--- config.mk ---
export PLATFORM = sky130hd
export DESIGN_NAME = task_reloc_wrap
export DESIGN_NICKNAME = d
export VERILOG_FILES = /design/src/rtl/reloc_wrap_pkg.sv /design/src/rtl/reloc_req_sync.sv /design/src/rtl/sp_word_table.sv /design/src/rtl/reloc_fsm.sv /design/src/rtl/task_reloc_wrap.sv
export SDC_FILE = /design/constraint.sdc
export NUM_CORES = 1
export LEC_CHECK = 0
export ABC_AREA = 0
export BUFFER_PORTS_ARGS = -buffer_cell sky130_fd_sc_hd__buf_2
export CAP_MARGIN = 25
export CELL_PAD_IN_SITES_DETAIL_PLACEMENT = 1
export CELL_PAD_IN_SITES_GLOBAL_PLACEMENT = 1
export CORE_MARGIN = 2
export CORE_UTILIZATION = 34
export CTS_CLUSTER_DIAMETER = 150
export DETAILED_ROUTE_END_ITERATION = 8
export HOLD_SLACK_MARGIN = 0.05
export PLACE_DENSITY_LB_ADDON = 0.1
export SLEW_MARGIN = 20
export SYNTH_ARGS = -nofsm -noshare
export SYNTH_HDL_FRONTEND = slang
export SYNTH_SLANG_ARGS = --single-unit
--- constraint.sdc ---
create_clock -name clk -period 3.2 [get_ports clk]
set_input_delay 0.48 -clock clk [delete_from_list [all_inputs] [get_ports clk]]
set_output_delay 0.48 -clock clk [all_outputs]
set_load 0.02 [all_outputs]
--- src/rtl/reloc_wrap_pkg.sv ---
package reloc_wrap_pkg;
  typedef enum logic [2:0] {
    ST_IDLE,
    ST_RUN,
    ST_PENDING,
    ST_INTR,
    ST_SAVE,
    ST_DONE,
    ST_RESTORE
  } wrap_state_e;
endpackage

--- src/rtl/reloc_req_sync.sv ---
module reloc_req_sync #(
  parameter int STAGES = 2
) (
  input  logic clk,
  input  logic rst_n,
  input  logic req_async_i,
  output logic req_pulse_o
);
  logic [STAGES-1:0] sync_q;
  logic              prev_q;

  always_ff @(posedge clk or negedge rst_n) begin
    if (!rst_n) begin
      sync_q <= '0;
      prev_q <= 1'b0;
    end else begin
      sync_q <= {sync_q[STAGES-2:0], req_async_i};
      prev_q <= sync_q[STAGES-1];
    end
  end

  assign req_pulse_o = sync_q[STAGES-1] & ~prev_q;
endmodule

--- src/rtl/sp_word_table.sv ---
module sp_word_table #(
  parameter int                      NUM_SP   = 3,
  parameter int                      ID_W     = 2,
  parameter int                      CNT_W    = 4,
  parameter logic [NUM_SP*CNT_W-1:0] SP_WORDS = 12'h130
) (
  input  logic [ID_W-1:0]  id_i,
  output logic             known_o,
  output logic [CNT_W-1:0] words_o
);
  logic [CNT_W-1:0] size_arr [NUM_SP];

  for (genvar g = 0; g < NUM_SP; g++) begin : g_entry
    assign size_arr[g] = SP_WORDS[g*CNT_W +: CNT_W];
  end

  always_comb begin
    known_o = 1'b0;
    words_o = '0;
    for (int i = 0; i < NUM_SP; i++) begin
      if (id_i == ID_W'(i)) begin
        known_o = 1'b1;
        words_o = size_arr[i];
      end
    end
  end
endmodule

--- src/rtl/reloc_fsm.sv ---
module reloc_fsm
  import reloc_wrap_pkg::*;
#(
  parameter int ID_W   = 2,
  parameter int CNT_W  = 4,
  parameter int DATA_W = 16
) (
  input  logic              clk,
  input  logic              rst_n,
  input  logic              req_pulse_i,
  input  logic              sp_hit_i,
  input  logic [ID_W-1:0]   sp_id_i,
  input  logic              sv_known_i,
  input  logic [CNT_W-1:0]  sv_cnt_i,
  input  logic              hdr_ok_i,
  input  logic [ID_W-1:0]   hdr_id_i,
  input  logic [CNT_W-1:0]  hdr_cnt_i,
  output logic              task_run_o,
  output logic              task_resume_o,
  output logic [ID_W-1:0]   sp_id_o,
  output logic [CNT_W-1:0]  ctx_rd_idx_o,
  input  logic [DATA_W-1:0] ctx_rd_data_i,
  output logic              ctx_wr_en_o,
  output logic [CNT_W-1:0]  ctx_wr_idx_o,
  output logic [DATA_W-1:0] ctx_wr_data_o,
  output logic              sv_valid_o,
  input  logic              sv_ready_i,
  output logic [DATA_W-1:0] sv_data_o,
  input  logic              rs_valid_i,
  output logic              rs_ready_o,
  input  logic [DATA_W-1:0] rs_data_i,
  output logic              reloc_done_o,
  output logic              restore_err_o
);
  wrap_state_e      state_q, state_d;
  logic [ID_W-1:0]  sp_q, sp_d;
  logic [CNT_W-1:0] cnt_q, cnt_d;
  logic [CNT_W-1:0] idx_q, idx_d;
  logic             err_q, err_d;
  logic             latch_q, latch_d;
  logic             resume_q, resume_d;
  logic [DATA_W-1:0] sv_hdr;

  always_comb begin
    state_d  = state_q;
    sp_d     = sp_q;
    cnt_d    = cnt_q;
    idx_d    = idx_q;
    err_d    = err_q;
    resume_d = 1'b0;
    latch_d  = latch_q | (req_pulse_i && state_q != ST_SAVE);
    case (state_q)
      ST_IDLE, ST_DONE: begin
        if (rs_valid_i) begin
          if (hdr_ok_i) begin
            err_d = 1'b0;
            sp_d  = hdr_id_i;
            cnt_d = hdr_cnt_i;
            idx_d = '0;
            if (hdr_cnt_i == '0) begin
              state_d  = ST_RUN;
              resume_d = 1'b1;
            end else begin
              state_d = ST_RESTORE;
            end
          end else begin
            err_d   = 1'b1;
            state_d = ST_IDLE;
          end
        end
      end
      ST_RESTORE: begin
        if (rs_valid_i) begin
          idx_d = idx_q + 1'b1;
          if (idx_q == cnt_q - 1'b1) begin
            state_d  = ST_RUN;
            resume_d = 1'b1;
          end
        end
      end
      ST_RUN: begin
        if (latch_q) state_d = ST_PENDING;
      end
      ST_PENDING: begin
        if (sp_hit_i) begin
          state_d = ST_INTR;
          sp_d    = sp_id_i;
          cnt_d   = sv_known_i ? sv_cnt_i : '0;
          idx_d   = '0;
          latch_d = 1'b0;
        end
      end
      ST_INTR: begin
        state_d = (cnt_q == '0) ? ST_DONE : ST_SAVE;
      end
      ST_SAVE: begin
        if (sv_ready_i) begin
          if (idx_q == cnt_q) state_d = ST_DONE;
          else                idx_d   = idx_q + 1'b1;
        end
      end
      default: state_d = ST_IDLE;
    endcase
  end

  always_ff @(posedge clk or negedge rst_n) begin
    if (!rst_n) begin
      state_q  <= ST_IDLE;
      sp_q     <= '0;
      cnt_q    <= '0;
      idx_q    <= '0;
      err_q    <= 1'b0;
      latch_q  <= 1'b0;
      resume_q <= 1'b0;
    end else begin
      state_q  <= state_d;
      sp_q     <= sp_d;
      cnt_q    <= cnt_d;
      idx_q    <= idx_d;
      err_q    <= err_d;
      latch_q  <= latch_d;
      resume_q <= resume_d;
    end
  end

  always_comb begin
    sv_hdr                = '0;
    sv_hdr[CNT_W-1:0]     = cnt_q;
    sv_hdr[CNT_W +: ID_W] = sp_q;
  end

  assign task_run_o    = (state_q == ST_RUN) || (state_q == ST_PENDING);
  assign task_resume_o = resume_q;
  assign sp_id_o       = sp_q;
  assign rs_ready_o    = (state_q == ST_IDLE) || (state_q == ST_DONE) ||
                         (state_q == ST_RESTORE);
  assign sv_valid_o    = (state_q == ST_SAVE);
  assign sv_data_o     = (idx_q == '0) ? sv_hdr : ctx_rd_data_i;
  assign ctx_rd_idx_o  = (idx_q == '0) ? '0 : idx_q - 1'b1;
  assign ctx_wr_en_o   = (state_q == ST_RESTORE) && rs_valid_i;
  assign ctx_wr_idx_o  = idx_q;
  assign ctx_wr_data_o = rs_data_i;
  assign reloc_done_o  = (state_q == ST_DONE);
  assign restore_err_o = err_q;


  sv_hold_chk: assert property (@(posedge clk) disable iff (!rst_n)
    sv_valid_o && !sv_ready_i |=> sv_valid_o && $stable(sv_data_o));


  halt_at_sp_chk: assert property (@(posedge clk) disable iff (!rst_n)
    $fell(task_run_o) |-> $past(sp_hit_i));


  bad_hdr_chk: assert property (@(posedge clk) disable iff (!rst_n)
    (rs_ready_o && rs_valid_i && state_q != ST_RESTORE && !hdr_ok_i)
      |=> restore_err_o && !task_run_o && !ctx_wr_en_o);


  wr_idx_chk: assert property (@(posedge clk) disable iff (!rst_n)
    ctx_wr_en_o |-> ctx_wr_idx_o < cnt_q);


  resume_chk: assert property (@(posedge clk) disable iff (!rst_n)
    task_resume_o |-> task_run_o && $past(rs_valid_i));


  zero_save_chk: assert property (@(posedge clk) disable iff (!rst_n)
    (state_q == ST_INTR && cnt_q == '0) |=> reloc_done_o && !sv_valid_o);
endmodule

--- src/rtl/task_reloc_wrap.sv ---
module task_reloc_wrap #(
  parameter int                      NUM_SP   = 3,
  parameter int                      ID_W     = 2,
  parameter int                      CNT_W    = 4,
  parameter int                      DATA_W   = 16,
  parameter int                      SYNC_STG = 2,
  parameter logic [NUM_SP*CNT_W-1:0] SP_WORDS = 12'h130
) (
  input  logic              clk,
  input  logic              rst_n,
  input  logic              reloc_req_i,
  input  logic              task_sp_hit_i,
  input  logic [ID_W-1:0]   task_sp_id_i,
  output logic              task_run_o,
  output logic              task_resume_o,
  output logic [ID_W-1:0]   sp_id_o,
  output logic [CNT_W-1:0]  ctx_rd_idx_o,
  input  logic [DATA_W-1:0] ctx_rd_data_i,
  output logic              ctx_wr_en_o,
  output logic [CNT_W-1:0]  ctx_wr_idx_o,
  output logic [DATA_W-1:0] ctx_wr_data_o,
  output logic              sv_valid_o,
  input  logic              sv_ready_i,
  output logic [DATA_W-1:0] sv_data_o,
  input  logic              rs_valid_i,
  output logic              rs_ready_o,
  input  logic [DATA_W-1:0] rs_data_i,
  output logic              reloc_done_o,
  output logic              restore_err_o
);
  localparam int HDR_W = ID_W + CNT_W;

  logic             req_pulse;
  logic             sv_known, hdr_known, hdr_ok, hdr_pad_zero;
  logic [CNT_W-1:0] sv_cnt, hdr_tab_cnt, hdr_cnt;
  logic [ID_W-1:0]  hdr_id;

  assign hdr_cnt      = rs_data_i[CNT_W-1:0];
  assign hdr_id       = rs_data_i[CNT_W +: ID_W];
  assign hdr_pad_zero = (rs_data_i >> HDR_W) == '0;
  assign hdr_ok       = hdr_known && hdr_pad_zero && (hdr_tab_cnt == hdr_cnt);

  reloc_req_sync #(.STAGES(SYNC_STG)) u_sync (
    .clk         (clk),
    .rst_n       (rst_n),
    .req_async_i (reloc_req_i),
    .req_pulse_o (req_pulse)
  );

  sp_word_table #(.NUM_SP(NUM_SP), .ID_W(ID_W), .CNT_W(CNT_W), .SP_WORDS(SP_WORDS))
    u_tab_save (.id_i(task_sp_id_i), .known_o(sv_known), .words_o(sv_cnt));

  sp_word_table #(.NUM_SP(NUM_SP), .ID_W(ID_W), .CNT_W(CNT_W), .SP_WORDS(SP_WORDS))
    u_tab_rest (.id_i(hdr_id), .known_o(hdr_known), .words_o(hdr_tab_cnt));

  reloc_fsm #(.ID_W(ID_W), .CNT_W(CNT_W), .DATA_W(DATA_W)) u_fsm (
    .clk           (clk),
    .rst_n         (rst_n),
    .req_pulse_i   (req_pulse),
    .sp_hit_i      (task_sp_hit_i),
    .sp_id_i       (task_sp_id_i),
    .sv_known_i    (sv_known),
    .sv_cnt_i      (sv_cnt),
    .hdr_ok_i      (hdr_ok),
    .hdr_id_i      (hdr_id),
    .hdr_cnt_i     (hdr_cnt),
    .task_run_o    (task_run_o),
    .task_resume_o (task_resume_o),
    .sp_id_o       (sp_id_o),
    .ctx_rd_idx_o  (ctx_rd_idx_o),
    .ctx_rd_data_i (ctx_rd_data_i),
    .ctx_wr_en_o   (ctx_wr_en_o),
    .ctx_wr_idx_o  (ctx_wr_idx_o),
    .ctx_wr_data_o (ctx_wr_data_o),
    .sv_valid_o    (sv_valid_o),
    .sv_ready_i    (sv_ready_i),
    .sv_data_o     (sv_data_o),
    .rs_valid_i    (rs_valid_i),
    .rs_ready_o    (rs_ready_o),
    .rs_data_i     (rs_data_i),
    .reloc_done_o  (reloc_done_o),
    .restore_err_o (restore_err_o)
  );
endmodule

==> flow_summary.json <==
{
  "die_height_um": 73.38,
  "tightest_slew_ns": 0.6102,
  "drv_cap": 0,
  "cts_root_buf": "clkbuf_8",
  "final_area_um2": 2044,
  "fin_skew_ns": 0.002383,
  "finalSetupViolations": 0,
  "synth-xor-area-share_pct": 4.817,
  "vdd_drop_max_mv": 0.1077,
  "cts_buffer_depth": 2,
  "cts_hold_buf": 0,
  "fin_nets": 300,
  "synth-adder-area-share_pct": 4.587,
  "synthFlopType": "dfrtp_1",
  "place_hpwl_mm": 3.561,
  "drv_slew": 0,
  "grt_overflow": 0,
  "yosys.area.top_type_share_pct": 29.05,
  "crit_path_start": "u_fsm.ctx_wr_idx_o[0]",
  "vias_per_cell": 5.166,
  "clock_latency_ns": 0.26,
  "area_delta_synth_final_pct": 24.92,
  "min_period_over_period_pct": 80.32,
  "status": "finished, final reports clean",
  "fmax_ghz": 0.3891,
  "hold_viol": 0,
  "boundaryPins": 89,
  "yosys-top-cells-count": "dfrtp_1, buf_4, nor2b_1",
  "syn_area_per_cell_um2": 8.992,
  "yosys.area_share.simple_pct": 26.38,
  "die_x_um": 73.38,
  "postSynthCellCount": 182,
  "start_util_pct": 34.88,
  "synth_cell_types": 54,
  "cts_tree": "done",
  "cts_resized": 0,
  "placed_cell_area_um2": 1998,
  "synth-edff-count": 0,
  "endpoint_kind": "output pin",
  "wl_per_cell_um": 14.22,
  "core-area_um2": 4692,
  "cts_buffers": 3,
  "postCtsSetupBuffers": 0,
  "rsz0062_at_grt": "false",
  "drive_above_1_share_pct": 42.69,
  "synth_compound_area_share_pct": 15.67,
  "h-tree-depth": 1,
  "p_per_area_nw_per_um2": 332.0,
  "synth_top_cell_by_area": "dfrtp_1",
  "r2r-start": "u_fsm.state_q[2]",
  "fp-row-count": 25,
  "timing.hold.ws_ns": 0.1503,
  "hold_class": "in -> async",
  "insertedDiodeCount": 0,
  "async_flop_share_pct": 100.0,
  "ys_seq_area_share_pct": 29.05,
  "synth_top_family_by_area": "simple AND/OR/NAND/NOR gates",
  "grt_pass1_vias": 1489,
  "drc": 0,
  "relSlewSlack_pct": 59.32,
  "via_count": 1586,
  "antenna_found_initial": 0,
  "ys_ff_latch": 19,
  "p_leak_nw": 0.9854,
  "setup-tns-final_ns": 0,
  "grt_use_total_pct": 16.66,
  "portBuffers": 88,
  "grt_max_degree": 21,
  "drtIter0Drc": 39,
  "cts.sinks": 19,
  "gp_congestion": 0.7861,
  "final_util_pct": 43.57,
  "synth_mux_area_share_pct": 7.798,
  "synth_area_leaders": "dfrtp_1, buf_4, nor2b_1",
  "synth_warnings": 0,
  "wl_mm": 4.366,
  "required_ns": 2.72,
  "syn_nets": 228,
  "postRouteAntennaNets": 0,
  "synth_area_um2": 1637,
  "startpoint_type": "register",
  "grt_pass1_wl_mm": 7.107,
  "crit_path_max_fanout": 18,
  "critPathKind": "reg -> out",
  "finalCriticalPeriod_ns": 2.570,
  "dieArea_um2": 5385,
  "dr.pass1.iters": 4,
  "critPathArrivalTime_ns": 2.09,
  "clk_pin_slew_ns": 0.08,
  "synth_most_common_cell": "dfrtp_1"
}
placed cells by master, fill, tap and decap left out, drive strengths merged, types with 2 or more instances in the layout:
master	n
nor2b	15
and3	2
o211ai	3
xnor2	8
mux2i	6
a211oi	2
nor2	12
nand3b	2
and2	3
nand3	4
nand2	9
dfrtp	19
inv	10
and4	2
nor3	4
nand4	2
buf	89
nor3b	2
nand2b	4
ha	6
nor4	5
a21o	2
clkbuf	3
a21boi	2
o21ai	9
mux2	6
a21oi	4
cell families (layout without fill, tap and decap cells):
kind of cell | Yosys count | after routing
AND/OR/NAND/NOR | 69 | 69
multiplexers | 12 | 12
buffers and inverters | 32 | 103
XOR/XNOR | 9 | 9
adder cells (fa/ha/maj) | 6 | 6
flip-flops | 19 | 19
AO/OA/AOI/OAI | 35 | 35
metal layers:
layer | vias up | global-route usage [%] | part of all wire, %
met2 | 65 | 28.33 | 48
met1 | 739 | 22.51 | 44
met4 | 0 | 3.636 | 1.1
li1 | 778 | - | -
met3 | 4 | 2.332 | 6.9
met5 | - | 0 | 0
power breakdown:
| part | switching, W | internal, W | total, W | leakage (nW) |
|---|---|---|---|---|
| Clock | 0.0000879 | 0.0000868 | 0.000175 | 0.0255 |
| Combinational | 0.000140 | 0.0000933 | 0.000233 | 0.728 |
| Sequential | 0.0000190 | 0.000252 | 0.000271 | 0.232 |
worst max-delay path, cell delays in order, from the launching register on:
cell and delay [ns]:
dfrtp_1 0.47, inv_1 0.18, ha_1 0.25, nor3b_2 0.18, buf_4 0.24, mux2_2 0.35
buf_2 0.16
flip-flops by register name (all words and copies together) (netlist names):
register / flops
u_sync.sync_q: 2
u_fsm.task_resume_o: 1
u_fsm.state_q: 3
u_fsm.cnt_q: 4
u_fsm.sp_id_o: 2
u_fsm.ctx_wr_idx_o: 4
u_fsm.restore_err_o: 1
u_fsm.latch_q: 1
u_sync.prev_q: 1
worst paths after layout:
kind                                             to  slack (ns)  cells after the start
worst max-delay path                   sv_data_o[3]        0.63                      6
worst min-delay path            u_fsm.task_resume_o        0.15                      1
worst max register to register       u_fsm.cnt_q[0]        0.97                      5
worst min register to register     u_sync.sync_q[1]        0.35                      0
max in group asynchronous            u_fsm.cnt_q[2]        2.74                      1
min in group clk                   u_sync.sync_q[0]        0.33                      1
area by class of cell:
cell class | count | area, µm²
Clock buffer | 3 | 41.29
Sequential cell | 19 | 475.5
Multi-Input combinational cell | 131 | 969.7
Inverter | 10 | 37.54
Tap cell | 54 | 67.56
Timing Repair Buffer | 89 | 447.9
Fill cell | 611 | 2648
Clock inverter | 1 | 5.005
through the flow:
step                worst slack (ns)  std cells  total power [W]
global route                  0.4736        307        0.0007206
global placement              0.9282        303        0.0005099
floorplan                     0.9406        182        0.0004331
finish                        0.6298        307        0.0006788
detailed placement            0.8905        303        0.0005114
CTS                           0.6203        307        0.0006857
No activity file was read; power rests on OpenSTA's default activity.
